`src/rtl/seq_tracker_pkg.sv`:
```
package seq_tracker_pkg;
  localparam int SEQ_W = 16;

  typedef enum logic [1:0] {ACT_NONE, ACT_CLEAR, ACT_POP, ACT_MARK} slot_act_e;

  // True when rx has reached or passed tx within half the sequence range.
  function automatic logic seq_covers(input logic [SEQ_W-1:0] rx,
                                      input logic [SEQ_W-1:0] tx,
                                      input logic [SEQ_W:0]   range_v);
    logic [SEQ_W:0] d;
    d = ({1'b0, rx} - {1'b0, tx}) & (range_v - 1'b1);
    return d < (range_v >> 1);
  endfunction
endpackage

```
`src/rtl/seq_tracker_issue.sv`:
```
module seq_tracker_issue
  import seq_tracker_pkg::*;
#(
  parameter int NUM_CORES = 4,
  parameter int SEQ_RANGE = 16,
  parameter int CORE_W    = 2
) (
  input  logic                           clk,
  input  logic                           rst,
  input  logic                           issue_valid,
  input  logic [CORE_W-1:0]              issue_core,
  input  logic [NUM_CORES-1:0]           core_en,
  input  logic [NUM_CORES-1:0][1:0]      core_cnt,
  output logic [NUM_CORES-1:0]           grant,
  output logic [SEQ_W-1:0]               grant_seq,
  output logic                           issue_ok,
  output logic                           issue_err,
  output logic [SEQ_W-1:0]               issue_seq
);
  localparam logic [SEQ_W-1:0] SEQ_MASK = SEQ_W'(SEQ_RANGE - 1);

  logic [SEQ_W-1:0] ctr;
  logic [1:0]       sel_cnt;
  logic             sel_en;
  logic             accept;

  always_comb begin
    sel_cnt = 2'd2;
    sel_en  = 1'b0;
    for (int i = 0; i < NUM_CORES; i++) begin
      if (issue_core == CORE_W'(i)) begin
        sel_cnt = core_cnt[i];
        sel_en  = core_en[i];
      end
    end
    accept = issue_valid && sel_en && (sel_cnt != 2'd2);
    for (int i = 0; i < NUM_CORES; i++)
      grant[i] = accept && (issue_core == CORE_W'(i));
  end

  assign grant_seq = ctr;

  always_ff @(posedge clk) begin
    if (rst) begin
      ctr       <= '0;
      issue_ok  <= 1'b0;
      issue_err <= 1'b0;
      issue_seq <= '0;
    end else begin
      issue_ok  <= accept;
      issue_err <= issue_valid && !accept;
      if (accept) begin
        issue_seq <= ctr;
        ctr       <= (ctr + 1'b1) & SEQ_MASK;
      end
    end
  end

  assert_seq_step_R2: assert property (@(posedge clk) disable iff (rst)
    accept |=> issue_ok && issue_seq == $past(ctr));
  assert_seq_range_R3: assert property (@(posedge clk) disable iff (rst)
    ctr <= SEQ_MASK);
  assert_reject_hold_R8: assert property (@(posedge clk) disable iff (rst)
    (issue_valid && !accept) |=> issue_err && $stable(ctr));
  assert_single_grant_R1: assert property (@(posedge clk) disable iff (rst)
    $onehot0(grant));
endmodule

```
`src/rtl/seq_tracker_slot.sv`:
```
module seq_tracker_slot
  import seq_tracker_pkg::*;
#(
  parameter int SEQ_RANGE = 16
) (
  input  logic             clk,
  input  logic             rst,
  input  logic             en,
  input  logic             grant,
  input  logic [SEQ_W-1:0] grant_seq,
  input  logic             stat_valid,
  input  logic [SEQ_W-1:0] stat_seq,
  input  logic             busy_act,
  input  logic             busy_pend,
  output logic [1:0]       cnt,
  output logic             allbusy,
  output logic             free
);
  localparam logic [SEQ_W:0] RANGE_V = (SEQ_W+1)'(SEQ_RANGE);

  logic [SEQ_W-1:0] last_seq;
  logic             trusted;
  slot_act_e        act;

  always_comb begin
    trusted = stat_valid && en && !grant && (cnt != 2'd0) &&
              seq_covers(stat_seq, last_seq, RANGE_V);
    act = ACT_NONE;
    if (trusted) begin
      case ({busy_act, busy_pend})
        2'b00:   act = ACT_CLEAR;
        2'b11:   act = ACT_MARK;
        default: act = ACT_POP;
      endcase
    end
  end

  always_ff @(posedge clk) begin
    if (rst) begin
      cnt      <= 2'd0;
      allbusy  <= 1'b0;
      last_seq <= '0;
    end else if (grant) begin
      cnt      <= 2'(cnt + 2'd1);
      last_seq <= grant_seq;
      allbusy  <= 1'b0;
    end else begin
      case (act)
        ACT_CLEAR: cnt <= 2'd0;
        ACT_POP:   if (cnt == 2'd2) cnt <= 2'd1;
        ACT_MARK:  allbusy <= 1'b1;
        default:   ;
      endcase
    end
  end

  assign free = en && (cnt != 2'd2);

  assert_cnt_bound_R1: assert property (@(posedge clk) disable iff (rst)
    cnt != 2'd3);
  assert_untrusted_hold_R4: assert property (@(posedge clk) disable iff (rst)
    (stat_valid && !grant && !seq_covers(stat_seq, last_seq, RANGE_V))
    |=> $stable(cnt) && $stable(allbusy));
  assert_clear_idle_R5: assert property (@(posedge clk) disable iff (rst)
    (stat_valid && en && !grant && cnt != 2'd0 && !busy_act && !busy_pend &&
     seq_covers(stat_seq, last_seq, RANGE_V)) |=> cnt == 2'd0);
  assert_flag_clear_R7: assert property (@(posedge clk) disable iff (rst)
    grant |=> !allbusy);
  assert_grant_enabled_R9: assert property (@(posedge clk) disable iff (rst)
    grant |-> en);
  assert_issue_wins_R11: assert property (@(posedge clk) disable iff (rst)
    grant |=> cnt == 2'($past(cnt) + 2'd1));
endmodule

```
`src/rtl/job_seq_tracker.sv`:
```
module job_seq_tracker
  import seq_tracker_pkg::*;
#(
  parameter int NUM_CHIPS      = 2,
  parameter int CORES_PER_CHIP = 2,
  parameter int SEQ_RANGE      = 16,
  parameter int NUM_CORES      = NUM_CHIPS * CORES_PER_CHIP,
  parameter int CORE_W         = (NUM_CORES > 1) ? $clog2(NUM_CORES) : 1,
  parameter int TOT_W          = $clog2(NUM_CORES * 2 + 1)
) (
  input  logic                   clk,
  input  logic                   rst,
  input  logic [NUM_CORES-1:0]   core_en,
  input  logic                   issue_valid,
  input  logic [CORE_W-1:0]      issue_core,
  input  logic                   stat_valid,
  input  logic [15:0]            stat_seq,
  input  logic [NUM_CORES-1:0]   stat_busy_act,
  input  logic [NUM_CORES-1:0]   stat_busy_pend,
  output logic                   issue_ok,
  output logic                   issue_err,
  output logic [15:0]            issue_seq,
  output logic [2*NUM_CORES-1:0] inflight_cnt,
  output logic [NUM_CORES-1:0]   slot_free,
  output logic [NUM_CORES-1:0]   seen_allbusy,
  output logic [TOT_W-1:0]       total_inflight
);
  localparam int INFLIGHT_TARGET = NUM_CHIPS * CORES_PER_CHIP * 2;

  logic [NUM_CORES-1:0][1:0] slot_cnt;
  logic [NUM_CORES-1:0]      grant;
  logic [SEQ_W-1:0]          grant_seq;

  seq_tracker_issue #(
    .NUM_CORES(NUM_CORES), .SEQ_RANGE(SEQ_RANGE), .CORE_W(CORE_W)
  ) u_issue (
    .clk(clk), .rst(rst),
    .issue_valid(issue_valid), .issue_core(issue_core),
    .core_en(core_en), .core_cnt(slot_cnt),
    .grant(grant), .grant_seq(grant_seq),
    .issue_ok(issue_ok), .issue_err(issue_err), .issue_seq(issue_seq)
  );

  for (genvar g = 0; g < NUM_CORES; g++) begin : g_slot
    seq_tracker_slot #(.SEQ_RANGE(SEQ_RANGE)) u_slot (
      .clk(clk), .rst(rst),
      .en(core_en[g]), .grant(grant[g]), .grant_seq(grant_seq),
      .stat_valid(stat_valid), .stat_seq(stat_seq),
      .busy_act(stat_busy_act[g]), .busy_pend(stat_busy_pend[g]),
      .cnt(slot_cnt[g]), .allbusy(seen_allbusy[g]), .free(slot_free[g])
    );
  end

  assign inflight_cnt = slot_cnt;

  always_comb begin
    total_inflight = '0;
    for (int i = 0; i < NUM_CORES; i++)
      total_inflight = total_inflight + TOT_W'(slot_cnt[i]);
  end

  assert_total_cap_R10: assert property (@(posedge clk) disable iff (rst)
    32'(total_inflight) <= INFLIGHT_TARGET);
  assert_disabled_hold_R9: assert property (@(posedge clk) disable iff (rst)
    (issue_valid && !core_en[issue_core]) |=> issue_err && !issue_ok);
endmodule

```
`config.mk`:
```
export PLATFORM = sky130hd
export DESIGN_NAME = job_seq_tracker
export DESIGN_NICKNAME = d
export VERILOG_FILES = /design/src/rtl/seq_tracker_pkg.sv /design/src/rtl/seq_tracker_issue.sv /design/src/rtl/seq_tracker_slot.sv /design/src/rtl/job_seq_tracker.sv
export SDC_FILE = /design/constraint.sdc
export NUM_CORES = 1
export LEC_CHECK = 0
export ABC_AREA = 1
export CAP_MARGIN = 10
export CORE_MARGIN = 3
export CORE_UTILIZATION = 40
export CTS_CLUSTER_SIZE = 8
export DETAILED_ROUTE_END_ITERATION = 10
export DONT_BUFFER_PORTS = 1
export PLACE_DENSITY = 0.6
export SLEW_MARGIN = 0
export SYNTH_ARGS = -nofsm -noshare
export SYNTH_HDL_FRONTEND = slang
export SYNTH_SLANG_ARGS = --single-unit
```
`constraint.sdc`:
```
create_clock -name clk -period 2.3 [get_ports clk]
set_input_delay 0.115 -clock clk [delete_from_list [all_inputs] [get_ports clk]]
set_output_delay 0.115 -clock clk [all_outputs]
set_load 0.1 [all_outputs]
```
==> results of run 1 <==
-- report_power, final --
part | internal (mW) | switching (mW) | total [mW]
combinational | 0.108 | 0.336 | 0.445
sequential | 0.672 | 0.0259 | 0.698
clock | 0.391 | 0.261 | 0.652
-- synthesized netlist by cell type --
library cell	n
nor2_1	45
inv_1	49
or2_1	1
nor2_2	6
nor3_1	4
dfxtp_1	38
a21oi_1	23
clkbuf_1	3
nand4_1	2
nand2_1	48
nand3_2	3
o22ai_1	5
o21ai_0	14
inv_2	2
o21ai_1	5
nand3_1	19
conb_1	1
nand2_2	1
nand2_4	2
buf_6	2
ha_1	27
nand3_4	2
buf_2	1
fa_1	4
xor2_1	2
o211ai_1	2
a211oi_1	1
a21oi_2	1
clkbuf_2	1
buf_4	20
xnor2_1	2
-- path summary, 6_finish.rpt --
check	startpoint	slack [ns]	cells past startpoint	endpoint
hold / removal	issue_valid	0.03	2	u_issue.issue_ok
setup / recovery	g_slot[0].u_slot.cnt[1]	-0.36	5	total_inflight[2]
setup reg to reg	g_slot[0].u_slot.cnt[0]	0.20	15	g_slot[0].u_slot.cnt[0]
hold reg to reg	g_slot[3].u_slot.last_seq[1]	0.46	2	g_slot[3].u_slot.last_seq[1]
-- cell families (layout without fill, tap and decap cells) --
logic type	after synthesis	after routing	synth area share, %
other	1	12	0.151
xor gates and xnor gates	4	4	1.41
buffers and inverters	78	101	15.5
and+or+nand+nor	133	133	24.7
DFF	38	38	30.6
adders and majority gates	31	31	16.8
AOI/OAI and AO/OA	51	51	11.0
-- critical path, stage by stage, from the launching register on --
cell	delay, ns
dfxtp_4	0.35
fa_1	0.54
fa_1	0.46
ha_4	0.18
fa_2	0.54
buf_12	0.17
-- cell type report --
| type | count | area (um2) | share of cell area [%] |
|---|---|---|---|
| clock inverter | 2 | 38.8 | 1.28 |
| inverter | 51 | 191 | 6.31 |
| multi-input combinational | 231 | 1460 | 48.2 |
| tap | 75 | 93.8 | 3.09 |
| clock buffer | 6 | 93.8 | 3.09 |
| sequential | 38 | 783 | 25.8 |
| timing repair buffer | 42 | 370 | 12.2 |
-- metrics by stage --
| step | TNS, ns | area (um2) | std cells | utilization [%] | setup WS [ns] |
|---|---|---|---|---|---|
| 4_1_cts | -0.578 | 2960 | 443 | 49.4 | -0.381 |
| 3_3_place_gp | -0.0484 | 2800 | 433 | 46.8 | -0.0484 |
| 6_report | -0.524 | 3030 | 445 | 50.6 | -0.357 |
| 2_1_floorplan | -0.405 | 2560 | 347 | - | -0.349 |
| 5_1_grt | -0.659 | 3030 | 445 | 50.6 | -0.417 |
| 3_5_place_dp | -0.0423 | 2800 | 433 | 46.8 | -0.0423 |
-- sequential cells by signal (all words and copies together) (netlist names) --
name	cells
u_issue.grant_seq	4
u_issue.issue_ok	1
g_slot.u_slot.cnt	8
g_slot.u_slot.last_seq	16
g_slot.u_slot.allbusy	4
u_issue.issue_err	1
u_issue.issue_seq	4
-- what timing repair did --
action,4_1_cts,5_1_grt
endpoints found under the setup margin,2,11
resized for setup,0,16
hold buffers,2,0
pin swaps,3,5
buffers inserted,0,2
endpoints found under the hold margin,8,0
-- routing by layer --
metal	GRT usage (%)	vias up	share of wire (%)
met2	26.5	49	47
met1	22.1	962	47
met5	0	-	0
li1	-	1109	-
met3	3.79	4	5.4
met4	5.32	0	1.1
==> impl_metrics.json, run 1 <==
{
  "clk_latency_ns": 0.29,
  "grt_max_degree": 20,
  "die_y_um": 84.9,
  "slew_headroom_pct": 37.2,
  "syn_avg_cell_area_um2": 7.41,
  "final_nets": 434,
  "wl_per_cell_um": 12.9,
  "antenna_cells": 0,
  "drtPass1Iterations": 4,
  "fin_crit_ns": 2.66,
  "crit_path_start_kind": "register",
  "pin_count": 72,
  "gp_congestion": 0.883,
  "worst_pin_slew_ns": 0.940,
  "yosysSeqAreaShare_pct": 30.6,
  "post-route-period-util_pct": 116,
  "area_growth_syn_to_layout_pct": 21.9,
  "cts.path.max_buffers": 2,
  "path_class": "register to output pin",
  "peakVddDrop_mv": 0.485,
  "setup_viol": 2,
  "grt_usage_pct": 16.6,
  "gr-total-overflow": 0,
  "syn_inst": 336,
  "initial_core_util_pct": 41.6,
  "p_per_area_nw_per_um2": 592,
  "synth_seq_cells": 38,
  "grt_setup_unrepaired": "yes",
  "hpwlAfterDp_um": 4510,
  "grt_pass1_vias": 2027,
  "vias": 2124,
  "syn_area_um2": 2490,
  "htreeDepth": 2,
  "nFillCells": 583,
  "path_max_fanout": 2,
  "violations": "setup timing",
  "ys_warn_count": 0,
  "cts_tree": "done",
  "maxCapViolations": 0,
  "final_common_cell": "inv_1",
  "routed_wl_um": 5730,
  "hp-class": "input port to register",
  "critPathCaptureType": "output pin",
  "core.rowCount": 28,
  "root_buffer": "clkbuf_8",
  "antenna_found_initial": 0,
  "fp.dieW_um": 84.9,
  "grt_pass1_wl_um": 9560,
  "status": "finished, violations left",
  "synth_largest_area_cell": "dfxtp_1",
  "hold_ws_ns": 0.0286,
  "route.detailed.drc": 0,
  "layout_common_cells": "inv_1, nand2_1, nor2_1",
  "port_buffers": 0,
  "drt_iter0_drc": 101,
  "hold_viol": 0,
  "die_area_um2": 7210,
  "clkTransAtPathRegs_ns": 0.08,
  "coreArea_um2": 5990,
  "drv_slew": 0,
  "p_leak_nw": 1.41,
  "worst-endpoint-required_ns": 2.18,
  "clock_skew_ns": 0.00825,
  "cts_buffers": 5,
  "fmax_ghz": 0.376,
  "drtAntennaViolNets": 0,
  "synth.distinct_cells": 31,
  "synth_top_area_share_pct": 30.6,
  "cts_num_sinks": 38,
  "fin_ws_ns": -0.357,
  "arrival_ns": 2.54,
  "vias_per_cell": 4.77,
  "total_power_mw": 1.79,
  "drive_gt1_share_pct": 25.4,
  "yosys-top-cells-area": "dfxtp_1, ha_1, inv_1, nand2_1, nor2_1"
}
Power figures use the tool's default switching activity.
==> run 2: changes to the inputs <==
Settings changed: ABC_AREA 1 to unset.
==> run 2 against run 1 <==
Wire length up 0.89%; global-route usage down 0.76 points; largest cell class unchanged; combinational power down 28%; flip-flop and latch count unchanged; the run still ends with setup timing left; sequential power down 3%; sequential share of layout area down 0.18 points.
==> impl_metrics.json, run 2 <==
{
  "status": "finished, violations left",
  "violations": "setup timing",
  "final_common_cell": "buf_4",
  "wl_per_cell_um": 14.6,
  "hold_viol": 0,
  "r2r_start": "g_slot[3].u_slot.last_seq[2]",
  "total_power_mw": 1.50,
  "cts_buffers": 5,
  "coreArea_um2": 6030,
  "clkTransAtPathRegs_ns": 0.08,
  "path_max_fanout": 2,
  "p_sw_mw": 0.512,
  "root_buffer": "clkbuf_8",
  "post-place-ws_ns": -0.0630,
  "layout_common_cells": "buf_4, nor2_1, inv_1",
  "timing.rr.end": "g_slot[3].u_slot.cnt[1]",
  "fin_crit_ns": 2.62,
  "fin_ws_ns": -0.321,
  "gr-total-overflow": 0,
  "drive_gt1_share_pct": 31.1,
  "top_regs": "g_slot.u_slot.last_seq (16), g_slot.u_slot.cnt (8)",
  "crit_path_start_kind": "register",
  "arrival_ns": 2.51,
  "critical-path-max-stage-delay_ns": 0.54,
  "synth_edf_count": 0,
  "ys_warn_count": 0,
  "post-route-period-util_pct": 114,
  "initial_core_util_pct": 42.0,
  "r2r_slack_ns": 0.05,
  "vias_per_cell": 5.15,
  "htreeDepth": 2,
  "clk_latency_ns": 0.30,
  "intPower_mw": 0.986,
  "clock_skew_ns": 0.00799,
  "hp-class": "input port to register",
  "top_register": "g_slot.u_slot.last_seq",
  "port_buffers": 0,
  "synth_top_area_share_pct": 30.1,
  "async_flop_share_pct": 0,
  "slew_headroom_pct": 35.9,
  "pwr-share-seq_pct": 45.4,
  "peakVddDrop_mv": 0.334,
  "maxCapViolations": 0,
  "cts_tree": "done",
  "synth.distinct_cells": 43,
  "grt_setup_unrepaired": "yes",
  "combPwrFrac_pct": 21.5,
  "cp_slowest_cell": "fa_1",
  "syn_area_um2": 2530,
  "rr_worst_depth": 11,
  "grt_max_degree": 35,
  "vias": 2046,
  "drv_slew": 0,
  "setup-tns-final_ns": -0.458,
  "drtPass1Iterations": 5,
  "worstPathCellList": "fa_1 -> fa_1 -> ha_2 -> fa_2 -> buf_12",
  "yosys-top-cells-count": "dfxtp_1, nor2_1, inv_1, ha_1, nand2_1",
  "route.detailed.drc": 0,
  "antenna_found_initial": 0,
  "routed_wl_um": 5780,
  "yosysSeqAreaShare_pct": 30.1,
  "final_nets": 386,
  "pin_count": 72,
  "worst-endpoint-required_ns": 2.18,
  "largest_reg_flops": 16,
  "cts.path.max_buffers": 2,
  "yosys-top-cells-area": "dfxtp_1, ha_1, mux2i_1, buf_4, nor2_1",
  "grt_pass1_vias": 1861,
  "syn_inst": 295,
  "die_area_um2": 7320,
  "grt_usage_pct": 15.8,
  "syn_avg_cell_area_um2": 8.58,
  "place_area_um2": 2820,
  "core.rowCount": 28,
  "critPathCaptureType": "output pin",
  "seq_area_um2": 796,
  "p_per_area_nw_per_um2": 483,
  "power_switching_share_pct": 34.2,
  "antenna_cells": 0,
  "p_leak_nw": 1.29,
  "grt_pass1_wl_um": 9140,
  "fin_area_um2": 3100,
  "cp_common_cell": "fa_1",
  "fp.dieW_um": 85.5,
  "nFillCells": 598,
  "fmax_ghz": 0.382,
  "cts_num_sinks": 38,
  "synth_largest_area_cell": "dfxtp_1",
  "pwr-share-clk_pct": 33.1,
  "worstHoldStart": "rst",
  "gp_congestion": 0.780,
  "worst_pin_slew_ns": 0.961,
  "hold_end": "g_slot[2].u_slot.cnt[1]",
  "hold_depth": 2,
  "drt_iter0_drc": 91,
  "multi_input_area_um2": 1670,
  "setup_viol": 2,
  "drtAntennaViolNets": 0,
  "area_growth_syn_to_layout_pct": 22.7,
  "hpwlAfterDp_um": 4210,
  "die_y_um": 85.5,
  "path_class": "register to output pin",
  "yosysMostFrequentCell": "dfxtp_1",
  "synth_ff_type": "dfxtp_1",
  "synth_seq_cells": 38
}
## run 2: critical path: cells and delay by family, from the launching register on
family | cells | cell delay, ns
flops | 1 | 0.35
fa+ha+maj | 4 | 1.68
buf+inv | 1 | 0.17
## run 2: stage by stage
| step | utilization (%) | hold slack, ns | cells |
|---|---|---|---|
| CTS | 49.1 | 0.0595 | 396 |
| detailed placement | 46.8 | 0.181 | 385 |
| floorplan | - | 0.377 | 306 |
| finish | 51.5 | 0.0621 | 397 |
| global placement | 46.8 | 0.181 | 385 |
| global route | 51.5 | 0.0665 | 397 |
## run 2: kinds of logic after synthesis
logic type	Yosys count	synth area share, %
simple gates	99	19.5
buf+inv	61	12.3
compound gates	36	10.5
mux	18	7.12
xor+xnor	11	3.81
fa+ha+maj	31	16.5
flops	38	30.1
other cells	1	0.148
## run 2: worst max-delay path by stage
| stage | start | endpoint | slack (ns) | cells past startpoint |
|---|---|---|---|---|
| final | g_slot[1].u_slot.cnt[1] | total_inflight[2] | -0.32 | 5 |
| after global placement | g_slot[3].u_slot.last_seq[2] | g_slot[3].u_slot.cnt[1] | -0.04 | 11 |
| after CTS | g_slot[1].u_slot.cnt[1] | total_inflight[2] | -0.34 | 5 |
| after floorplan | g_slot[0].u_slot.cnt[1] | total_inflight[2] | -0.34 | 4 |
| after detailed placement | g_slot[3].u_slot.last_seq[2] | g_slot[3].u_slot.cnt[1] | -0.06 | 11 |
| after global routing | g_slot[1].u_slot.cnt[1] | total_inflight[2] | -0.39 | 5 |
## run 2: area by class of cell
cell class	count	share of cell area [%]
well taps	75	3.02
multi-input cells	207	53.6
repair buffers	39	11.0
flip-flops and latches	38	25.6
clock inverters	2	0.363
inverters	30	3.63
clock buffers	6	2.66
## run 2: timing repair
item | CTS | global route
pin swaps | 8 | 19
hold endpoints to repair | 34 | 0
setup endpoints to repair | 5 | 9
gates resized for setup | 4 | 33
setup buffers | 2 | 1
hold buffers | 1 | 0
## run 2: power groups by stage
stage	Combinational (mW)	Sequential, mW	Clock (mW)
floorplan	0.257	0.711	0
global placement	0.275	0.696	0
detailed placement	0.279	0.696	0
CTS	0.300	0.681	0.510
global route	0.342	0.682	0.526
finish	0.322	0.680	0.496
## run 2: metal layers
metal	up-vias	GRT usage [%]	share of wire (%)	wire length (um)
li1	1010	-	-	-
met1	953	20.9	43	2470
met2	73	24.5	46	2690
met3	10	4.61	9.2	532
met4	0	5.76	1.6	93
met5	-	0	0	0
==> run 3: changes to the inputs <==
Settings changed: SYNTH_HIERARCHICAL set to 1.
==> run 3 against run 2 <==
The flow still finishes with violations (setup timing); clock power increased by 3%; synthesized area increased by 0.64%; sequential power increased by 1%; count of clock-buffer cells in the layout increased by 2; power increased by 4.5%; combinational power increased by 14%; synthesized cell count decreased by 6.8%; global-route usage decreased by 0.48 points; register-to-register slack improved by 0.10 ns; via count decreased by 6.6%; maximum frequency decreased by 0.75%; die area increased by 0.60%; largest cell class unchanged.
==> impl_metrics.json, run 3 <==
{
  "post-route-period-util_pct": 115,
  "clk_latency_ns": 0.29,
  "gr-total-overflow": 0,
  "pin_count": 72,
  "hp-class": "input port to register",
  "fin_crit_ns": 2.64,
  "syn_inst": 275,
  "fin_area_um2": 2970,
  "peakVddDrop_mv": 0.294,
  "die_area_um2": 7360,
  "final_nets": 365,
  "largest_reg_flops": 16,
  "cts_buffers": 5,
  "top_regs": "g_slot.u_slot/last_seq (16), g_slot.u_slot/cnt (8)",
  "fmax_ghz": 0.379,
  "hold_ws_ns": 0.00950,
  "clkTransAtPathRegs_ns": 0.08,
  "top_register": "g_slot.u_slot/last_seq",
  "worst_pin_slew_ns": 0.933,
  "slew_headroom_pct": 37.7,
  "violations": "setup timing",
  "antenna_cells": 0,
  "cp_slowest_cell": "fa_1",
  "dp_cells": 371,
  "worstPathCellList": "fa_1 -> fa_1 -> ha_2 -> fa_2 -> buf_12",
  "p_per_area_nw_per_um2": 527,
  "fin_ws_ns": -0.341,
  "cp_common_cell": "fa_1",
  "grt_usage_pct": 15.3,
  "route.detailed.drc": 0,
  "cts_tree": "done",
  "critical-path-top-delay-family": "adder cells",
  "syn_area_um2": 2550,
  "post-place-ws_ns": -0.0481,
  "antenna_found_initial": 0,
  "status": "finished, violations left",
  "total_power_mw": 1.57,
  "drt_iter0_drc": 85,
  "p_leak_nw": 1.17,
  "drtPass1Iterations": 4,
  "wl_per_cell_um": 14.1,
  "critical-path-max-stage-delay_ns": 0.55,
  "arrival_ns": 2.53,
  "area_growth_syn_to_layout_pct": 16.7,
  "worst-path-buf-inv": 1,
  "drtAntennaViolNets": 0,
  "setup_viol": 2,
  "vias_per_cell": 5.03,
  "crit_path_start_kind": "register",
  "cts.path.max_buffers": 2,
  "hpwlAfterDp_um": 4130,
  "vias": 1910,
  "cts_num_sinks": 38,
  "syn_avg_cell_area_um2": 9.26,
  "maxCapViolations": 0,
  "cts_setup_buffers": 0,
  "fp.dieW_um": 85.8,
  "coreArea_um2": 6030,
  "grt_pass1_vias": 1838,
  "initial_core_util_pct": 42.3,
  "clock_skew_ns": 0.0103,
  "htreeDepth": 2,
  "gp_congestion": 0.797,
  "root_buffer": "clkbuf_8",
  "path_max_fanout": 2,
  "routed_wl_um": 5340,
  "grt_setup_unrepaired": "yes",
  "layout_common_cells": "inv_1, dfxtp_1, buf_4",
  "hold_viol": 0,
  "worst-endpoint-required_ns": 2.18,
  "r2r_slack_ns": 0.15,
  "ys_warn_count": 6,
  "core.rowCount": 28,
  "critPathCaptureType": "output pin",
  "die_y_um": 85.8,
  "path_class": "register to output pin",
  "grt_max_degree": 39,
  "stdcell_count": 380,
  "drv_slew": 0,
  "grt_pass1_wl_um": 8830,
  "port_buffers": 0,
  "drive_gt1_share_pct": 24.3,
  "place_area_um2": 2830
}
## run 3: power breakdown
part           internal, mW  leakage [nW]  switching, mW
registers             0.663         0.312         0.0251
clock network         0.281        0.0506          0.230
logic                 0.100         0.805          0.267
## run 3: per-layer routing
layer	share of wire [%]	vias up	wire length, um	track usage, %
li1	-	967	-	-
met1	44	876	2350	18.9
met2	46	55	2450	23.9
met3	7.9	12	420	5.67
met4	2.3	0	123	6.76
met5	0	-	0	0
## run 3: layout make-up
cell class / instances / area (um2)
clock buffers: 8 / 101
fillers: 574 / 3060
inverters: 30 / 113
multi-input cells: 194 / 1550
flip-flops and latches: 38 / 783
well taps: 75 / 93.8
repair buffers: 35 / 329
## run 3: path summary, 6_finish.rpt
path / startpoint / to / cells after the start
worst max-delay path: g_slot[1].u_slot/cnt[1] / total_inflight[2] / 5
worst min-delay path: rst / u_issue/issue_seq[3] / 3
worst max register to register: g_slot[0].u_slot/cnt[1] / g_slot[1].u_slot/cnt[1] / 7
worst min register to register: g_slot[1].u_slot/allbusy / g_slot[1].u_slot/allbusy / 1
## run 3: repair_timing
item                       in CTS  in global routing
setup endpoints to repair       2                 19
pin swaps                       2                  1
hold buffers                    1                  0
gates resized for setup         0                  5
hold endpoints to repair       36                  0
## run 3: per-stage QoR
step	util [%]	TNS, ns
floorplan	-	-0.392
global placement	46.9	-0.0157
detailed placement	46.9	-0.0481
CTS	48.9	-0.542
global route	49.3	-0.689
finish	49.3	-0.499
## run 3: worst reg2reg max path: cells and delay by family, from the launching register on
kind | cells | cell delay (ns)
compound gates | 2 | 0.78
buf+inv | 1 | 0.30
flops | 1 | 0.35
simple gates | 4 | 0.60
